**config.mk**
```make
export PLATFORM = sky130hd
export DESIGN_NAME = xadp_ctrl
export DESIGN_NICKNAME = d
export VERILOG_FILES = /design/src/rtl/xadp_pkg.sv /design/src/rtl/xadp_ctl_reg.sv /design/src/rtl/xadp_win_mux.sv /design/src/rtl/xadp_vid_gate.sv /design/src/rtl/xadp_ctrl.sv
export SDC_FILE = /design/constraint.sdc
export NUM_CORES = 1
export LEC_CHECK = 0
export ABC_AREA = 1
export BUFFER_PORTS_ARGS = -buffer_cell sky130_fd_sc_hd__buf_4
export CORE_MARGIN = 2
export CORE_UTILIZATION = 33
export CTS_BUF_LIST = sky130_fd_sc_hd__clkbuf_8
export DETAILED_ROUTE_END_ITERATION = 8
export PLACE_DENSITY_LB_ADDON = 0.15
export SLEW_MARGIN = 30
export SYNTH_ARGS = -nofsm -noshare
export SYNTH_HDL_FRONTEND = slang
export SYNTH_SLANG_ARGS = --single-unit
```
**constraint.sdc**
```tcl
create_clock -name clk -period 2.1 [get_ports clk]
set_clock_uncertainty 0.1 [all_clocks]
set_input_delay 0 -clock clk [delete_from_list [all_inputs] [get_ports clk]]
set_output_delay 0 -clock clk [all_outputs]
set_load 0.1 [all_outputs]
```
**src/rtl/xadp_pkg.sv**
```systemverilog
package xadp_pkg;
  localparam int unsigned EN_POS  = 0;
  localparam int unsigned RUN_POS = 1;
  localparam int unsigned OWN_POS = 15;

  typedef struct packed {
    logic owner;
    logic run_n;   // 1 = slaves released, 0 = held
    logic en;
  } xadp_ctl_t;

  function automatic logic [15:0] ctl_to_word(input xadp_ctl_t c);
    logic [15:0] w;
    w          = '0;
    w[EN_POS]  = c.en;
    w[RUN_POS] = c.run_n;
    w[OWN_POS] = c.owner;
    return w;
  endfunction
endpackage

```
**src/rtl/xadp_ctl_reg.sv**
```systemverilog
module xadp_ctl_reg
  import xadp_pkg::*;
(
  input  logic      clk,
  input  logic      rst_n,
  input  logic      wr_en,
  input  logic [1:0] lane,
  input  logic      d_en,
  input  logic      d_run,
  input  logic      d_own,
  output xadp_ctl_t q
);
  xadp_ctl_t q_nxt;
  logic      lo_ce, hi_ce;

  assign lo_ce = wr_en & lane[0];
  assign hi_ce = wr_en & lane[1];

  always_comb begin
    q_nxt = q;
    if (lo_ce) begin
      q_nxt.en    = d_en;
      q_nxt.run_n = d_run;
    end
    if (hi_ce) begin
      q_nxt.owner = d_own;
    end
  end

  always_ff @(posedge clk or negedge rst_n) begin
    if (!rst_n) q <= '0;
    else        q <= q_nxt;
  end


  hi_lane_keeps_low_chk: assert property (@(posedge clk) disable iff (!rst_n)
    (wr_en && lane == 2'b10) |=> ($stable(q.en) && $stable(q.run_n)));

  lo_lane_keeps_owner_chk: assert property (@(posedge clk) disable iff (!rst_n)
    (wr_en && lane == 2'b01) |=> $stable(q.owner));

  no_lane_no_change_chk: assert property (@(posedge clk) disable iff (!rst_n)
    (!wr_en || lane == 2'b00) |=> $stable(q));
endmodule

```
**src/rtl/xadp_win_mux.sv**
```systemverilog
module xadp_win_mux #(
  parameter int unsigned ADDR_W  = 7,
  parameter int unsigned ID_WORD = 7'h76,
  parameter logic [31:0] ID_VAL  = 32'h5841_4450,
  parameter logic [15:0] PULL_UP = 16'h00FF
) (
  input  logic [ADDR_W-1:0] addr,
  input  logic              en,
  input  logic              cart_ack,
  input  logic [15:0]       cart_rdata,
  output logic [15:0]       win_rdata
);
  localparam int unsigned N_ID = 2;
  localparam logic [ADDR_W-1:0] ID_BASE = ADDR_W'(ID_WORD);

  logic [N_ID-1:0]  id_hit;
  logic [15:0]      id_data [N_ID];

  for (genvar k = 0; k < N_ID; k++) begin : g_id
    assign id_hit[k]  = (addr == ID_BASE + ADDR_W'(k));
    assign id_data[k] = ID_VAL[16*(N_ID-1-k) +: 16];
  end

  always_comb begin
    if (id_hit[0])      win_rdata = id_data[0];
    else if (id_hit[1]) win_rdata = id_data[1];
    else if (en)        win_rdata = 16'h0000;
    else if (cart_ack)  win_rdata = cart_rdata;
    else                win_rdata = PULL_UP;
  end
endmodule

```
**src/rtl/xadp_vid_gate.sv**
```systemverilog
module xadp_vid_gate (
  input  logic req,
  input  logic owner_slave,
  output logic grant,
  output logic refuse
);
  assign grant  = req & ~owner_slave;
  assign refuse = req &  owner_slave;
endmodule

```
**src/rtl/xadp_ctrl.sv**
```systemverilog
module xadp_ctrl
  import xadp_pkg::*;
#(
  parameter int unsigned ADDR_W  = 7,
  parameter int unsigned ID_WORD = 7'h76,
  parameter logic [31:0] ID_VAL  = 32'h5841_4450
) (
  input  logic              clk,
  input  logic              rst_n,
  input  logic              reg_sel,
  input  logic              win_sel,
  input  logic              bus_wr,
  input  logic [1:0]        bus_be,
  input  logic [ADDR_W-1:0] bus_addr,
  input  logic [15:0]       bus_wdata,
  output logic [15:0]       bus_rdata,
  input  logic              cart_ack,
  input  logic [15:0]       cart_rdata,
  input  logic              vid_req,
  output logic              vid_grant,
  output logic              vid_refuse,
  output logic              cart_en,
  output logic              slave_rst_n,
  output logic              owner_slave
);
  xadp_ctl_t   ctl;
  logic [15:0] win_data;
  logic        wd_unused;

  assign wd_unused = ^bus_wdata[14:2];

  xadp_ctl_reg u_reg (
    .clk   (clk),
    .rst_n (rst_n),
    .wr_en (reg_sel & bus_wr),
    .lane  (bus_be),
    .d_en  (bus_wdata[EN_POS]),
    .d_run (bus_wdata[RUN_POS]),
    .d_own (bus_wdata[OWN_POS]),
    .q     (ctl)
  );

  xadp_win_mux #(
    .ADDR_W  (ADDR_W),
    .ID_WORD (ID_WORD),
    .ID_VAL  (ID_VAL)
  ) u_win (
    .addr       (bus_addr),
    .en         (ctl.en),
    .cart_ack   (cart_ack),
    .cart_rdata (cart_rdata),
    .win_rdata  (win_data)
  );

  xadp_vid_gate u_vid (
    .req         (vid_req),
    .owner_slave (ctl.owner),
    .grant       (vid_grant),
    .refuse      (vid_refuse)
  );

  always_comb begin
    if (reg_sel && !bus_wr)      bus_rdata = ctl_to_word(ctl);
    else if (win_sel && !bus_wr) bus_rdata = win_data;
    else                         bus_rdata = 16'h0000;
  end

  assign cart_en     = ctl.en;
  assign slave_rst_n = ctl.run_n;
  assign owner_slave = ctl.owner;


  refused_when_slave_owns_chk: assert property (@(posedge clk) disable iff (!rst_n)
    (vid_req && owner_slave) |-> (!vid_grant && vid_refuse));

  masked_window_chk: assert property (@(posedge clk) disable iff (!rst_n)
    (win_sel && !reg_sel && !bus_wr && cart_en &&
     bus_addr != ADDR_W'(ID_WORD) && bus_addr != ADDR_W'(ID_WORD + 1)) |-> (bus_rdata == 16'h0000));

  id_hi_visible_chk: assert property (@(posedge clk) disable iff (!rst_n)
    (win_sel && !reg_sel && !bus_wr && bus_addr == ADDR_W'(ID_WORD)) |-> (bus_rdata == ID_VAL[31:16]));

  port_follows_write_chk: assert property (@(posedge clk) disable iff (!rst_n)
    (reg_sel && bus_wr && bus_be == 2'b11) |=>
      (cart_en == $past(bus_wdata[0]) && slave_rst_n == $past(bus_wdata[1]) &&
       owner_slave == $past(bus_wdata[15])));
endmodule

```
==> results.md <==
- The number of cells on the worst reg-to-reg path is 1.
- The largest net degree at the start of global routing is 11.
- Clock-pin slew was measured on the worst setup and hold paths at 0.03 ns.
- TritonCTS created 3 clock buffers.
- The count of buffers from port buffering is 55.
- The cell count after synthesis came out at 83.
- The detailed router placed 759 vias in this run.
- The detailed router finished its first iteration with 9 violations.
- Leaving out fill and tap cells, the most frequent cells in the layout are buf_4 (55), nand2_1 (20), inv_1 (10).
- The maximum frequency from static timing analysis is between 500 and 600 MHz.
- The all-layer global routing usage is 22.27%.
- In this run the count of I/O pins placed on the die edge is a little under 70.
- The number of max-slew violations in the final report came to 0.
- The number of warnings reported in the yosys synthesis log is 0.
- Prior to clock tree synthesis, the placed netlist has a worst setup slack of 0.6053 ns.
- The register with the most flip-flops in the layout has 3 of them.
- At the end of the flow, the number of nets in the layout was 194.
- The critical path starts at u_reg.q[0].
- The first global-routing pass estimated 3.049 mm of wire.
- The die height is about 42 um.
- Summing every instance area after synthesis gives roughly 480 um2.
- The detailed placement HPWL is 1.381 mm.
- The maximum fanout count along the critical path is 10.
- The number of global-route vias before repair is 742.
- For this run, the number of standard cells in the final layout without fillers is 160.
- After detailed routing, the average wire length per cell comes to 11.26 um.
- The first-pass detailed-route iteration total is 4.
- The floorplan has 13 rows.
- The residual overflow from global routing is 0.
- The type of the worst min-delay path is in -> async.
- The post-synthesis average cell area is 5.728 um2.
- The final count of hold timing violations is 0.
- In this run the register-to-register setup slack is approximately 1.1 ns.
- The worst register-to-register path begins at u_reg.q[0].
- The total clock sinks is 3.
- The die footprint is 1760 um2.
- The worst-case clock buffer depth is 2.
- The effective utilization at floorplan is 36.09%.
- The kind of launch point of the worst setup path is a flip-flop.
- The sequential share of the synthesized area is roughly 16%.
- The required time of the critical path is 2.00 ns.
- Data on the critical path arrives at its endpoint at roughly 1.6 ns.
- The antenna diode count is 0.
- The run finished with clean final reports.
- The maximum vdd ir drop is 0.6404 mV.
- In the routed design, unresolved DRC markers number 0.
- The leakage power is 0.5657 nW.
- The CTS tree is yes.
- The number of placed instances, taps included, is around 150.
- From synthesis to final layout, the design area changed by 134.2%.
- Routability-driven placement finished with a final weighted congestion of 0.6634.
- The count of nets left with antenna violations once routing finished came out at 0.
- The register with the most flip-flops is u_reg.q.
- The number of unique standard cell types used by synthesis is 17.
- The number of instances resized during post-cts repair is 0.
- At the pin with the least slew margin, the transition time is between 0.3 and 0.4 ns.
- The initial antenna violation count is 0.
- In this run the number of H-tree levels came out at 1.
- The final critical-path share of the clock period is 82.32%.
- Measured against its own limit, the worst slew margin works out to 77.25%.
- The largest registers in the layout are u_reg.q (3).
- The number of synthesized register bits is 3.
- At the later pin of the worst-skew pair, clock insertion delay measures between 0.2 and 0.25 ns.
- Dividing total power by cell area gives a power density of between 600 and 700 nW/um2.
- The final setup violation count is 0.
- The kind of end point of the critical path is an output pin.
- In the final layout, the share of cells above drive strength 1 is 60.00%.
- The commonest non-fill, non-tap cell in the layout is buf_4.
- Fill cells in the final layout number 90.
- Summed over all layers, the routed wires come to 1.802 mm.
- The synthesized netlist net count is 131.
- The core region is roughly 1300 um2.
- Setup repair after global routing left no endpoint under its margin.
- In the post-route analysis, the smallest setup slack over all paths is 0.3713 ns.
- The worst setup path category is reg -> out.
- The number of max-capacitance violations reported is 0.
- The worst path needs around 1.7 ns of the cycle, external delays included.
- In this run the horizontal extent of the chip is 41.96 um.
- The post-CTS setup buffer count is 0.
- The tree is rooted in a clkbuf_8.
- Dividing the detail-routed via count by the number of cells gives around 4.7.
[cell families (layout without fill, tap and decap cells)]
| kind of cell | after synthesis | in the layout | synth area share, % |
|---|---|---|---|
| AND/OR/NAND/NOR | 52 | 52 | 50.52 |
| AO/OA/AOI/OAI | 13 | 13 | 16.84 |
| buffers and inverters | 12 | 74 | 9.736 |
| multiplexers | 3 | 3 | 7.105 |
| flip-flops | 3 | 3 | 15.79 |
[where the power goes]
group          total [mW]  internal [mW]  leakage (nW)  switching, mW
clock network       0.169          0.125        0.0269         0.0442
registers          0.0888         0.0691        0.0355         0.0197
logic               0.414          0.120         0.503          0.295
total               0.672          0.314         0.566          0.358
[layer usage]
layer	wire length [um]	part of all wire, %	track usage (%)
met1	627	35	23.24
met2	952	53	41.56
met3	155	8.6	3.478
met4	68	3.8	12.26
met5	0	0	0
[cell usage after synthesis]
library cell | number | area (um2)
a21oi_1 | 4 | 20.02
buf_2 | 1 | 5.000
dfrtp_1 | 3 | 75.07
inv_1 | 9 | 33.78
inv_2 | 2 | 7.510
mux2_2 | 3 | 33.78
nand2_1 | 20 | 75.07
nand2_2 | 2 | 12.51
nand2_4 | 1 | 11.26
nand3_1 | 7 | 35.03
nand3_2 | 1 | 10.01
nor2_1 | 16 | 60.06
nor2_2 | 4 | 25.02
nor2_4 | 1 | 11.26
o211ai_1 | 4 | 30.03
o21ai_1 | 3 | 15.01
o21bai_1 | 2 | 15.01
[path summary, 6_finish.rpt]
check	endpoint
setup / recovery	bus_rdata[15]
hold / removal	u_reg.q[0]
setup reg to reg	u_reg.q[0]
hold reg to reg	u_reg.q[1]
max in group asynchronous	u_reg.q[2]
min in group clk	u_reg.q[2]
[critical path, stage by stage (launching register included)]
cell     delay, ns
dfrtp_1       0.49
nor2_2        0.29
nand3_1       0.17
o21ai_4       0.16
buf_4         0.30
[cell type report]
type / instances / area [um2] / share of cell area [%]
Sequential cell: 3 / 75.07 / 6.742
Tap cell: 15 / 18.77 / 1.685
Inverter: 11 / 41.29 / 3.708
Clock inverter: 1 / 3.754 / 0.3371
Multi-Input combinational cell: 68 / 480.5 / 43.15
Timing Repair Buffer: 59 / 452.9 / 40.67
Clock buffer: 3 / 41.29 / 3.708
[timing repair]
item | CTS | global route
hold endpoints to repair | 6 | 0
endpoints found under the setup margin | 0 | 0
hold buffers | 4 | 0
[per-stage QoR]
stage	power (mW)	instance area (um2)	util [%]	hold slack (ns)	TNS, ns
after floorplan	0.3882	601.8	-	-0.3956	-0.1860
after global placement	0.4920	1028	78.06	-0.3110	0
after detailed placement	0.4974	1028	78.06	-0.3079	0
after CTS	0.6763	1114	84.52	0.01518	0
after global routing	0.7046	1114	84.52	0.01612	0
final	0.6724	1114	84.52	0.01352	0
Power figures use the tool's default switching activity.
